`config.mk`:
```
export PLATFORM = sky130hd
export DESIGN_NAME = cc_channel
export DESIGN_NICKNAME = d
export VERILOG_FILES = /design/src/rtl/cc_pkg.sv /design/src/rtl/cc_edge_sync.sv /design/src/rtl/cc_compare.sv /design/src/rtl/cc_flags.sv /design/src/rtl/cc_channel.sv
export SDC_FILE = /design/constraint.sdc
export NUM_CORES = 1
export LEC_CHECK = 0
export BUFFER_PORTS_ARGS = -buffer_cell sky130_fd_sc_hd__buf_2
export CAP_MARGIN = 5
export CORE_MARGIN = 5
export CORE_UTILIZATION = 47
export CTS_BUF_LIST = sky130_fd_sc_hd__clkbuf_16
export DETAILED_ROUTE_END_ITERATION = 8
export HOLD_SLACK_MARGIN = 0.03
export PLACE_DENSITY = 0.87
export SLEW_MARGIN = 30
export SYNTH_ARGS = -nofsm -noshare
export SYNTH_HDL_FRONTEND = slang
export SYNTH_SLANG_ARGS = --single-unit
```
`constraint.sdc`:
```
create_clock -name clk -period 1.9 [get_ports clk]
set_clock_uncertainty 0.1 [all_clocks]
set_input_delay 0.285 -clock clk [delete_from_list [all_inputs] [get_ports clk]]
set_output_delay 0.285 -clock clk [all_outputs]
set_load 0.005 [all_outputs]
```
`src/rtl/cc_pkg.sv`:
```
package cc_pkg;

  typedef enum logic [1:0] {
    EDGE_RISE   = 2'b00,
    EDGE_FALL   = 2'b01,
    EDGE_RISE_B = 2'b10,
    EDGE_BOTH   = 2'b11
  } edge_sel_e;

  // Edge hit for a selected sensitivity, given previous and current level.
  function automatic logic cc_edge_hit(input logic [1:0] sel,
                                       input logic prev, input logic cur);
    logic rise, fall;
    rise = cur & ~prev;
    fall = prev & ~cur;
    case (sel)
      EDGE_FALL: cc_edge_hit = fall;
      EDGE_BOTH: cc_edge_hit = rise | fall;
      default:   cc_edge_hit = rise;
    endcase
  endfunction

  // Returns 1 when the compare value lies beyond the reload limit.
  function automatic logic cc_out_of_range(input logic [63:0] cmp,
                                           input logic [63:0] rel);
    cc_out_of_range = cmp > rel;
  endfunction

endpackage

```
`src/rtl/cc_edge_sync.sv`:
```
module cc_edge_sync #(
  parameter int STAGES = 2
) (
  input  logic       clk,
  input  logic       rst_n,
  input  logic       async_in,
  input  logic [1:0] edge_sel,
  output logic       edge_hit
);
  import cc_pkg::*;

  logic [STAGES-1:0] chain_q;
  logic              prev_q;

  generate
    genvar g;
    for (g = 0; g < STAGES; g++) begin : g_stage
      if (g == 0) begin : g_first
        always_ff @(posedge clk or negedge rst_n) begin
          if (!rst_n) chain_q[0] <= 1'b0;
          else        chain_q[0] <= async_in;
        end
      end else begin : g_next
        always_ff @(posedge clk or negedge rst_n) begin
          if (!rst_n) chain_q[g] <= 1'b0;
          else        chain_q[g] <= chain_q[g-1];
        end
      end
    end
  endgenerate

  always_ff @(posedge clk or negedge rst_n) begin
    if (!rst_n) prev_q <= 1'b0;
    else        prev_q <= chain_q[STAGES-1];
  end

  assign edge_hit = cc_edge_hit(edge_sel, prev_q, chain_q[STAGES-1]);

endmodule

```
`src/rtl/cc_compare.sv`:
```
module cc_compare #(
  parameter int W = 16
) (
  input  logic         enable,
  input  logic [W-1:0] cnt_val,
  input  logic [W-1:0] cmp_val,
  input  logic [W-1:0] reload_val,
  input  logic         count_down,
  input  logic         ovf_pulse,
  input  logic         unf_pulse,
  output logic         hit
);
  import cc_pkg::*;

  logic beyond;
  logic wrap_hit;
  logic eq_hit;

  always_comb begin
    beyond   = cc_out_of_range(64'(cmp_val), 64'(reload_val));
    wrap_hit = count_down ? unf_pulse : ovf_pulse;
    eq_hit   = (cnt_val == cmp_val);
    hit      = enable & (beyond ? wrap_hit : eq_hit);
  end

endmodule

```
`src/rtl/cc_flags.sv`:
```
module cc_flags (
  input  logic clk,
  input  logic rst_n,
  input  logic set_evt,
  input  logic cap_evt,
  input  logic clr_evt,
  input  logic ovc_clr,
  output logic flag,
  output logic ovc_flag
);
  logic flag_q, ovc_q;

  always_ff @(posedge clk or negedge rst_n) begin
    if (!rst_n) begin
      flag_q <= 1'b0;
      ovc_q  <= 1'b0;
    end else begin
      if (set_evt)      flag_q <= 1'b1;
      else if (clr_evt) flag_q <= 1'b0;
      if (cap_evt && flag_q) ovc_q <= 1'b1;
      else if (ovc_clr)      ovc_q <= 1'b0;
    end
  end

  assign flag     = flag_q;
  assign ovc_flag = ovc_q;

endmodule

```
`src/rtl/cc_channel.sv`:
```
module cc_channel #(
  parameter int W           = 16,
  parameter int SYNC_STAGES = 2
) (
  input  logic         clk,
  input  logic         rst_n,
  input  logic         mode_capture,
  input  logic [1:0]   edge_sel,
  input  logic         cap_in,
  input  logic [W-1:0] cnt_val,
  input  logic [W-1:0] reload_val,
  input  logic         count_down,
  input  logic         ovf_pulse,
  input  logic         unf_pulse,
  input  logic         reg_wr_en,
  input  logic [W-1:0] reg_wr_data,
  input  logic         reg_rd_en,
  input  logic         flag_clr,
  input  logic         ovc_clr,
  output logic         flag,
  output logic         ovc_flag,
  output logic [W-1:0] rd_data
);
  logic [W-1:0] ccr_q;
  logic         edge_hit;
  logic         cap_evt;
  logic         cmp_evt;
  logic         rd_clr;
  logic         clr_evt;

  cc_edge_sync #(.STAGES(SYNC_STAGES)) u_sync (
    .clk      (clk),
    .rst_n    (rst_n),
    .async_in (cap_in),
    .edge_sel (edge_sel),
    .edge_hit (edge_hit)
  );

  cc_compare #(.W(W)) u_cmp (
    .enable     (~mode_capture),
    .cnt_val    (cnt_val),
    .cmp_val    (ccr_q),
    .reload_val (reload_val),
    .count_down (count_down),
    .ovf_pulse  (ovf_pulse),
    .unf_pulse  (unf_pulse),
    .hit        (cmp_evt)
  );

  assign cap_evt = mode_capture & edge_hit;
  assign rd_clr  = mode_capture & reg_rd_en;
  assign clr_evt = flag_clr | rd_clr;

  always_ff @(posedge clk or negedge rst_n) begin
    if (!rst_n)         ccr_q <= '0;
    else if (cap_evt)   ccr_q <= cnt_val;
    else if (reg_wr_en) ccr_q <= reg_wr_data;
  end

  cc_flags u_flags (
    .clk      (clk),
    .rst_n    (rst_n),
    .set_evt  (cap_evt | cmp_evt),
    .cap_evt  (cap_evt),
    .clr_evt  (clr_evt),
    .ovc_clr  (ovc_clr),
    .flag     (flag),
    .ovc_flag (ovc_flag)
  );

  assign rd_data = ccr_q;

endmodule

```
==> impl_metrics.env, run 1 <==
export IMPL_grt_pass1_vias=1548
export IMPL_worst_setup_path_end_kind="flip-flop"
export IMPL_synth_seq_cells=21
export IMPL_clk_path_buf_depth=2
export IMPL_finalSetupTns_ps=0
export IMPL_routedWlPerCell_um=14.32
export IMPL_synthToLayoutAreaGrowth_pct=41.44
export IMPL_diodes=0
export IMPL_powerDensity_nw_per_um2=696.5
export IMPL_multi_input_area_um2=1072
export IMPL_ant_nets=0
export IMPL_crit_chain="ha_4 > nand4_1 > a2111o_1 > a31oi_1 > a2bb2oi_1"
export IMPL_synth_edff_count=0
export IMPL_slowest_delay_ps=450
export IMPL_rsz0062_at_grt="true"
export IMPL_fmax_ghz=0.5476
export IMPL_wl_um=4496
export IMPL_holdWs_ps=47.64
export IMPL_path_delay_family="compound AO/OA/AOI/OAI gates"
export IMPL_final_max_slew_viol_count=0
export IMPL_relSlewSlack_pct=65.09
export IMPL_slowest_stage="a2111o_1"
export IMPL_cts_buffers=3
export IMPL_hold_viol_final=0
export IMPL_setup_viol=0
export IMPL_grtUsageMet1_pct=20.60
export IMPL_syn_avg_cell_area_um2=9.384
export IMPL_grt_busiest_layer="met2"
export IMPL_ir_drop_mv=0.3816
export IMPL_max_slew_worst_pin_slew_ps=523.6
export IMPL_dpl_hpwl_um=3462
export IMPL_syn_num_nets=255
export IMPL_crit_path_start_kind="flip-flop"
export IMPL_met3_usage_pct=4.348
export IMPL_synthFlopType="dfrtp_1"
export IMPL_synth_area_um2=1652
export IMPL_die_y_um=69.28
export IMPL_ys_warnings_count=0
export IMPL_arrival_ps=1850
export IMPL_post_place_cells=299
export IMPL_die_w_um=69.28
export IMPL_cts_tree="yes"
export IMPL_gp_congestion=0.8220
export IMPL_synth_cells=176
export IMPL_setup_slack_ps=73.70
export IMPL_ys_seq_area_share_pct=31.82
export IMPL_post_route_drc_count=0
export IMPL_grt_util_met2_pct=30.93
export IMPL_p_leak_nw=1.230
export IMPL_io_pins=79
export IMPL_drt_initial_drc_count=63
export IMPL_path_buf_inv=0
export IMPL_worstPathRequired_ps=1930
export IMPL_fp_coreArea_um2=3363
export IMPL_path_clk_slew_ps=60
export IMPL_dr_pass1_iters=4
export IMPL_min_path_type="in -> reg"
export IMPL_vias=1580
export IMPL_dp_slack_ps=87.16
export IMPL_nNetsFinal=348
export IMPL_regArea_um2=526.8
export IMPL_synthArstFlopShare_pct=100.0
export IMPL_port_buffer_count=78
export IMPL_crit_fanout=3
export IMPL_grt_max_degree=30
export IMPL_cap_violations=0
export IMPL_start_util_pct=49.11
export IMPL_clock_latency_ps=250
export IMPL_grt_pass1_wl_um=7017
export IMPL_fillCellCount=294
export IMPL_final_cells=314
export IMPL_outcome="finished clean"
export IMPL_drive_gt1_share_pct=44.78
export IMPL_antenna_found_initial=0
export IMPL_grt_overflow=0
export IMPL_row_count=21
export IMPL_dieArea_um2=4800
export IMPL_htreeDepth=1
export IMPL_yosysUniqueCellTypes=27
export IMPL_cts_root_buf="clkbuf_16"
export IMPL_fin_crit_sh_pct=96.12
export IMPL_vias_per_cell=5.032
export IMPL_clkSinkCount=21
export IMPL_fin_crit_ps=1826
export IMPL_grt_usage_pct=17.40
export IMPL_critPathKind="reg -> reg"
## worst reg2reg max path: stages, from the launching register on
cell	delay (ps)
dfrtp_1	430
ha_4	290
nand4_1	190
a2111o_1	450
a31oi_1	170
a2bb2oi_1	80
## cells in the final DEF, fill, tap and decap left out, drive strengths merged, types with 2 or more instances in the layout
master  Yosys  layout
buf         6      93
nor2b       2       2
a31oi       2       2
xor2       16      16
o21ai      20      20
nor2        2       2
a211oi      2       2
nand4       5       5
a21oi       9       9
dfrtp      21      21
mux2i      16      16
inv        20      21
nor4        5       5
nand2      24      24
clkbuf      0       3
ha         18      18
## worst paths after layout
kind                                          end               from  cells past startpoint  slack, ps
max in group asynchronous              rd_data[7]              rst_n                      2        900
worst min-delay path            u_sync.chain_q[0]             cap_in                      1         50
worst min register to register  u_sync.chain_q[1]  u_sync.chain_q[0]                      0        260
min in group asynchronous        u_flags.ovc_flag              rst_n                      2        430
worst max-delay path                 u_flags.flag         rd_data[6]                      5         70
worst max register to register       u_flags.flag         rd_data[6]                      5         70
## registers in the layout (all words and copies together) (netlist names)
register,count
u_flags.ovc_flag,1
u_flags.flag,1
rd_data,16
u_sync.prev_q,1
u_sync.chain_q,2
## power breakdown
part / switching [W] / total (W) / leakage [nW] / internal, W
clock: 0.000163 / 0.000443 / 0.0423 / 0.000280
combinational: 0.000295 / 0.000614 / 0.937 / 0.000320
sequential: 0.0000599 / 0.000569 / 0.251 / 0.000510
## stage by stage
stage               utilization [%]  total power [W]  instance area (um^2)
global placement              62.28         0.001087                  2095
global route                  69.46         0.001731                  2336
finish                        69.46         0.001627                  2336
detailed placement            62.28         0.001105                  2095
CTS                           64.92         0.001547                  2183
floorplan                         -        0.0008798                  1652
## logic make-up after synthesis
logic type / after synthesis / share of synthesized area (%)
AOI/OAI and AO/OA: 38 / 16.21
adders and majority gates: 18 / 13.64
DFF: 21 / 31.82
xor gates and xnor gates: 16 / 8.485
and+or+nand+nor: 40 / 11.59
buffers and inverters: 26 / 7.878
muxes: 17 / 10.38
## metal layers
metal  up-vias  wire length, um
li1        797                -
met1       714             1842
met2        59             2244
met3        10              307
met4         0              101
met5         -                0
## area by class of cell
type	instances	area share (%)
multi-input cells	129	45.90
flip-flops and latches	21	22.55
repair buffers	94	22.50
clock buffers	3	3.214
inverters	20	3.214
well taps	46	2.464
clock inverters	1	0.1607
## cells in the mapped netlist, drive strengths merged (5+ instances only)
| cell type | number | area (um^2) |
|---|---|---|
| ha | 18 | 225.2 |
| o21ai | 20 | 148.9 |
| xor2 | 16 | 140.1 |
| nand2 | 24 | 90.09 |
| nand4 | 5 | 37.53 |
| buf | 6 | 55.05 |
| inv | 20 | 75.07 |
| a21oi | 9 | 45.04 |
| mux2i | 16 | 160.2 |
| nor4 | 5 | 31.28 |
| dfrtp | 21 | 525.5 |
## repair_timing
action / in CTS / in global routing
hold buffers: 1 / 0
gates resized for setup: 0 / 9
endpoints found under the setup margin: 0 / 1
setup buffers: 0 / 10
hold endpoints to repair: 21 / 0
Note: power is estimated with default switching activity, not from simulation.
==> run 2: changes to the inputs <==
--- a/config.mk
+++ b/config.mk
@@ -10,9 +10,11 @@
 export CORE_MARGIN = 5
 export CORE_UTILIZATION = 47
 export CTS_BUF_LIST = sky130_fd_sc_hd__clkbuf_16
+export CTS_CLUSTER_DIAMETER = 40
 export DETAILED_ROUTE_END_ITERATION = 8
 export HOLD_SLACK_MARGIN = 0.03
 export PLACE_DENSITY = 0.87
+export RECOVER_POWER = 25
 export SLEW_MARGIN = 30
 export SYNTH_ARGS = -nofsm -noshare
 export SYNTH_HDL_FRONTEND = slang
==> impl_metrics.env, run 2 (synthesized netlist as in run 1, its figures left out) <==
export IMPL_ir_drop_mv=0.3816
export IMPL_clkPwrFrac_pct=27.2
export IMPL_clock_latency_ps=250
export IMPL_fillCellCount=294
export IMPL_routedWlPerCell_um=14.32
export IMPL_cts_root_buf="clkbuf_16"
export IMPL_post_place_cells=299
export IMPL_sw_frac_of_total_pct=31.79
export IMPL_final_cell_mix="77 x buf_2, 24 x nand2_1, 21 x inv_1"
export IMPL_dpl_hpwl_um=3462
export IMPL_grt_pass1_wl_um=7017
export IMPL_power_switching_w=0.0005173
export IMPL_place_area_um2=2095
export IMPL_wl_um=4495
export IMPL_grt_usage_pct=17.40
export IMPL_cp_startpoint="rd_data[6]"
export IMPL_relSlewSlack_pct=64.06
export IMPL_dieArea_um2=4800
export IMPL_gp_congestion=0.8220
export IMPL_die_y_um=69.28
export IMPL_grt_overflow=0
export IMPL_finalSetupTns_ps=0
export IMPL_worstPathRequired_ps=1930
export IMPL_fp_coreArea_um2=3363
export IMPL_crit_path_start_kind="flip-flop"
export IMPL_holdWs_ps=47.64
export IMPL_crit_fanout=3
export IMPL_p_int_w=0.001110
export IMPL_critPathKind="reg -> reg"
export IMPL_cap_violations=0
export IMPL_fin_crit_ps=1826
export IMPL_htreeDepth=1
export IMPL_dr_pass1_iters=4
export IMPL_multi_input_area_um2=1072
export IMPL_fmax_ghz=0.5476
export IMPL_drive_gt1_share_pct=44.78
export IMPL_vias_per_cell=5.032
export IMPL_setup_viol=0
export IMPL_outcome="finished clean"
export IMPL_cts_tree="yes"
export IMPL_io_pins=79
export IMPL_rr_startpoint="rd_data[6]"
export IMPL_antenna_found_initial=0
export IMPL_clk_path_buf_depth=2
export IMPL_max_slew_worst_pin_slew_ps=539.1
export IMPL_path_clk_slew_ps=60
export IMPL_slowest_delay_ps=450
export IMPL_clkSinkCount=21
export IMPL_hold_viol_final=0
export IMPL_power_frac_seq_pct=35.0
export IMPL_fin_crit_sh_pct=96.12
export IMPL_final_area_um2=2336
export IMPL_diodes=0
export IMPL_start_util_pct=49.11
export IMPL_crit_chain="ha_4 > nand4_1 > a2111o_1 > a31oi_1 > a2bb2oi_1"
export IMPL_regArea_um2=526.8
export IMPL_die_w_um=69.28
export IMPL_rsz0062_at_grt="true"
export IMPL_powerDensity_nw_per_um2=696.5
export IMPL_nNetsFinal=348
export IMPL_arrival_ps=1850
export IMPL_synthToLayoutAreaGrowth_pct=41.44
export IMPL_min_path_type="in -> reg"
export IMPL_row_count=21
export IMPL_worst_setup_path_end_kind="flip-flop"
export IMPL_slowest_stage="a2111o_1"
export IMPL_port_buffer_count=78
export IMPL_grt_max_degree=30
export IMPL_post_route_drc_count=0
export IMPL_drt_initial_drc_count=63
export IMPL_grt_pass1_vias=1548
export IMPL_mostFrequentLayoutCell="buf_2"
export IMPL_cts_buffers=3
export IMPL_p_comb_share_pct=37.8
export IMPL_vias=1580
export IMPL_largest_register_ffs=16
export IMPL_final_cells=314
export IMPL_hp_start="cap_in"
export IMPL_ant_nets=0
export IMPL_final_max_slew_viol_count=0
export IMPL_p_leak_nw=1.230
[run 2: changes by cell type in the layout (fill, tap and decap cells not counted), sizes merged]
cell    before  now
buf         93   92
clkbuf       3    4
[run 2: stage by stage]
| step | power, W | util (%) | setup slack (ps) |
|---|---|---|---|
| after floorplan | 0.0008798 | - | 144.9 |
| after global placement | 0.001087 | 62.28 | 112.6 |
| after detailed placement | 0.001105 | 62.28 | 87.16 |
| after CTS | 0.001547 | 64.92 | 69.67 |
| after global routing | 0.001731 | 69.46 | -43.65 |
| final | 0.001627 | 69.46 | 73.70 |
[run 2: timing repair]
action | CTS | global route
endpoints found under the setup margin | 0 | 1
hold buffers | 1 | 0
setup buffers | 0 | 10
hold endpoints to repair | 21 | 0
gates resized for setup | 0 | 9
[run 2: worst paths after layout]
| path | cells after the start | slack (ps) | end |
|---|---|---|---|
| max | 5 | 70 | u_flags.flag |
| min | 1 | 50 | u_sync.chain_q[0] |
| max reg2reg | 5 | 70 | u_flags.flag |
| min reg2reg | 0 | 260 | u_sync.chain_q[1] |
| max in group asynchronous | 2 | 850 | rd_data[7] |
| min in group asynchronous | 2 | 450 | u_flags.ovc_flag |
[run 2: cell type report]
type                            count  area share, %
Clock inverter                      1         0.1607
Multi-Input combinational cell    129          45.90
Clock buffer                        3          3.214
Timing Repair Buffer               94          22.50
Inverter                           20          3.214
Tap cell                           46          2.464
Sequential cell                    21          22.55
[run 2: per-layer routing]
metal | vias to the layer above | share of wire, % | track usage [%]
met3 | 10 | 6.8 | 4.348
met1 | 714 | 41 | 20.60
met5 | - | 0 | 0
li1 | 797 | - | -
met4 | 0 | 2.2 | 4.772
met2 | 59 | 50 | 30.93
[run 2: critical path, delay by kind of cell (launching register included)]
kind | cells | cell delay, ps
fa+ha+maj | 1 | 290
flops | 1 | 430
simple gates | 1 | 180
compound gates | 3 | 700
[run 2: power by group through the flow]
stage / Sequential, W / Combinational [W] / Clock (W)
detailed placement: 0.000579 / 0.000525 / 0
global placement: 0.000574 / 0.000513 / 0
global route: 0.000578 / 0.000688 / 0.000465
CTS: 0.000572 / 0.000530 / 0.000446
floorplan: 0.000582 / 0.000298 / 0
finish: 0.000569 / 0.000614 / 0.000443
==> run 3: changes to the inputs <==
--- a/config.mk
+++ b/config.mk
@@ -5,6 +5,7 @@
 export SDC_FILE = /design/constraint.sdc
 export NUM_CORES = 1
 export LEC_CHECK = 0
+export ABC_AREA = 1
 export BUFFER_PORTS_ARGS = -buffer_cell sky130_fd_sc_hd__buf_2
 export CAP_MARGIN = 5
 export CORE_MARGIN = 5
==> impl_metrics.env, run 3 <==
export IMPL_outcome="finished clean"
export IMPL_dieArea_um2=4827
export IMPL_syn_num_nets=295
export IMPL_final_area_um2=2162
export IMPL_vias_per_cell=4.997
export IMPL_synth_xor_xnor_area_share_pct=6.847
export IMPL_grt_max_degree=22
export IMPL_rsz0062_at_grt="false"
export IMPL_fin_crit_ps=1715
export IMPL_final_max_slew_viol_count=0
export IMPL_row_count=21
export IMPL_synth_seq_cells=21
export IMPL_synthAdderAreaFrac_pct=13.54
export IMPL_synth_simple_area_share_pct=29.12
export IMPL_routedWlPerCell_um=12.87
export IMPL_min_path_type="in -> reg"
export IMPL_port_buffer_count=78
export IMPL_synth_top_family_by_area="simple AND/OR/NAND/NOR gates"
export IMPL_synthMuxAreaShare_pct=0.6020
export IMPL_htreeDepth=1
export IMPL_start_util_pct=49.06
export IMPL_ys_seq_area_share_pct=31.60
export IMPL_synth_top_area_share_pct=31.60
export IMPL_p_leak_nw=1.232
export IMPL_setup_slack_ps=185.0
export IMPL_critPathKind="reg -> reg"
export IMPL_holdWs_ps=34.67
export IMPL_synth_cells=216
export IMPL_fmax_ghz=0.5831
export IMPL_dpl_hpwl_um=3550
export IMPL_grt_overflow=0
export IMPL_cts_root_buf="clkbuf_16"
export IMPL_yosysMostFrequentCell="nand3_1"
export IMPL_synth_area_leaders="dfrtp_1 32%, ha_1 14%, nand3_1 13%, nand2_1 9.7%, inv_1 7.4%"
export IMPL_finalSetupTns_ps=0
export IMPL_r2r_cells=6
export IMPL_cts_buffers=3
export IMPL_ir_drop_mv=0.4082
export IMPL_dr_pass1_iters=4
export IMPL_path_clk_slew_ps=60
export IMPL_wl_um=4377
export IMPL_fillCellCount=298
export IMPL_ys_warnings_count=0
export IMPL_synthToLayoutAreaGrowth_pct=30.02
export IMPL_yosysUniqueCellTypes=26
export IMPL_drive_gt1_share_pct=31.29
export IMPL_worst_setup_path_end_kind="flip-flop"
export IMPL_worstPathRequired_ps=1930
export IMPL_cts_tree="yes"
export IMPL_synthFlopType="dfrtp_1"
export IMPL_clock_latency_ps=250
export IMPL_hold_buffers=1
export IMPL_synthArstFlopShare_pct=100.0
export IMPL_post_cts_buffers=0
export IMPL_drt_initial_drc_count=104
export IMPL_die_w_um=69.48
export IMPL_grt_pass1_vias=1670
export IMPL_relSlewSlack_pct=22.25
export IMPL_antenna_found_initial=0
export IMPL_mostFrequentLayoutCell="buf_2"
export IMPL_fp_coreArea_um2=3390
export IMPL_final_cell_mix="77 x buf_2, 44 x nand3_1, 43 x nand2_1"
export IMPL_hold_viol_final=0
export IMPL_cap_violations=0
export IMPL_setup_viol=0
export IMPL_gp_congestion=0.8374
export IMPL_crit_fanout=21
export IMPL_hold_depth=1
export IMPL_synth_compound_area_share_pct=7.148
export IMPL_largest_register_ffs=16
export IMPL_crit_path_start_kind="flip-flop"
export IMPL_ant_nets=0
export IMPL_yosysTopAreaCell="dfrtp_1"
export IMPL_powerDensity_nw_per_um2=685.2
export IMPL_dp_slack_ps=207.3
export IMPL_clkSinkCount=21
export IMPL_fin_crit_sh_pct=90.26
export IMPL_synth_area_um2=1663
export IMPL_clk_path_buf_depth=2
export IMPL_vias=1699
export IMPL_max_slew_worst_pin_slew_ps=1166
export IMPL_syn_avg_cell_area_um2=7.698
export IMPL_io_pins=79
export IMPL_post_route_drc_count=0
export IMPL_die_y_um=69.48
export IMPL_synth_edff_count=0
export IMPL_grt_pass1_wl_um=7196
export IMPL_diodes=0
export IMPL_ys_top_cells_by_count="44 x nand3_1, 43 x nand2_1, 33 x inv_1, 21 x dfrtp_1, 18 x ha_1"
export IMPL_grt_usage_pct=18.01
export IMPL_place_area_um2=2074
export IMPL_ctsResizeCount=0
export IMPL_arrival_ps=1750
export IMPL_nNetsFinal=374
==> run 3: through the flow <==
step	util, %	total power [W]	std cells
finish	63.79	0.001481	340
floorplan	-	0.0008531	216
CTS	63.82	0.001501	340
detailed placement	61.20	0.001047	335
global placement	61.20	0.001031	335
global route	63.79	0.001590	340
==> run 3: worst max-delay path, cell delays in order (launching register included) <==
cell	delay [ps]
dfrtp_1	400
ha_1	290
o211ai_2	200
nand2_4	180
buf_4	240
nand3_1	90
nand3_1	90
==> run 3: power breakdown <==
part / switching (W) / total, W / internal [W]
Sequential: 0.0000631 / 0.000566 / 0.000503
Clock: 0.000162 / 0.000443 / 0.000281
Combinational: 0.000247 / 0.000473 / 0.000226
==> run 3: area by class of cell <==
type	instances	area (um^2)	area share [%]
tap	46	57.56	2.662
clock inverter	1	3.754	0.1736
sequential	21	525.5	24.31
multi-input combinational	153	952.2	44.04
timing repair buffer	81	414.1	19.16
inverter	35	133.9	6.192
clock buffer	3	75.07	3.472
==> run 3: final timing paths <==
path,slack [ps],to,from
setup reg to reg,190,rd_data[14],u_sync.chain_q[1]
setup / recovery,190,rd_data[14],u_sync.chain_q[1]
min in group asynchronous,690,u_flags.ovc_flag,rst_n
hold reg to reg,250,u_sync.chain_q[1],u_sync.chain_q[0]
max in group asynchronous,310,rd_data[13],rst_n
hold / removal,30,u_sync.chain_q[0],cap_in
==> run 3: metal layers <==
| layer | share of wire, % | wire, um | GRT usage, % | vias to the layer above |
|---|---|---|---|---|
| met5 | 0 | 0 | 0 | - |
| met4 | 0.82 | 36 | 5.206 | 0 |
| met3 | 8.1 | 356 | 3.768 | 4 |
| met2 | 48 | 2091 | 31.14 | 65 |
| met1 | 43 | 1892 | 22.43 | 764 |
| li1 | - | - | - | 866 |
==> run 3: cells by family after synthesis <==
group / after synthesis
fa+ha+maj: 18
simple gates: 105
compound gates: 16
mux: 1
xor+xnor: 13
flops: 21
buf+inv: 42
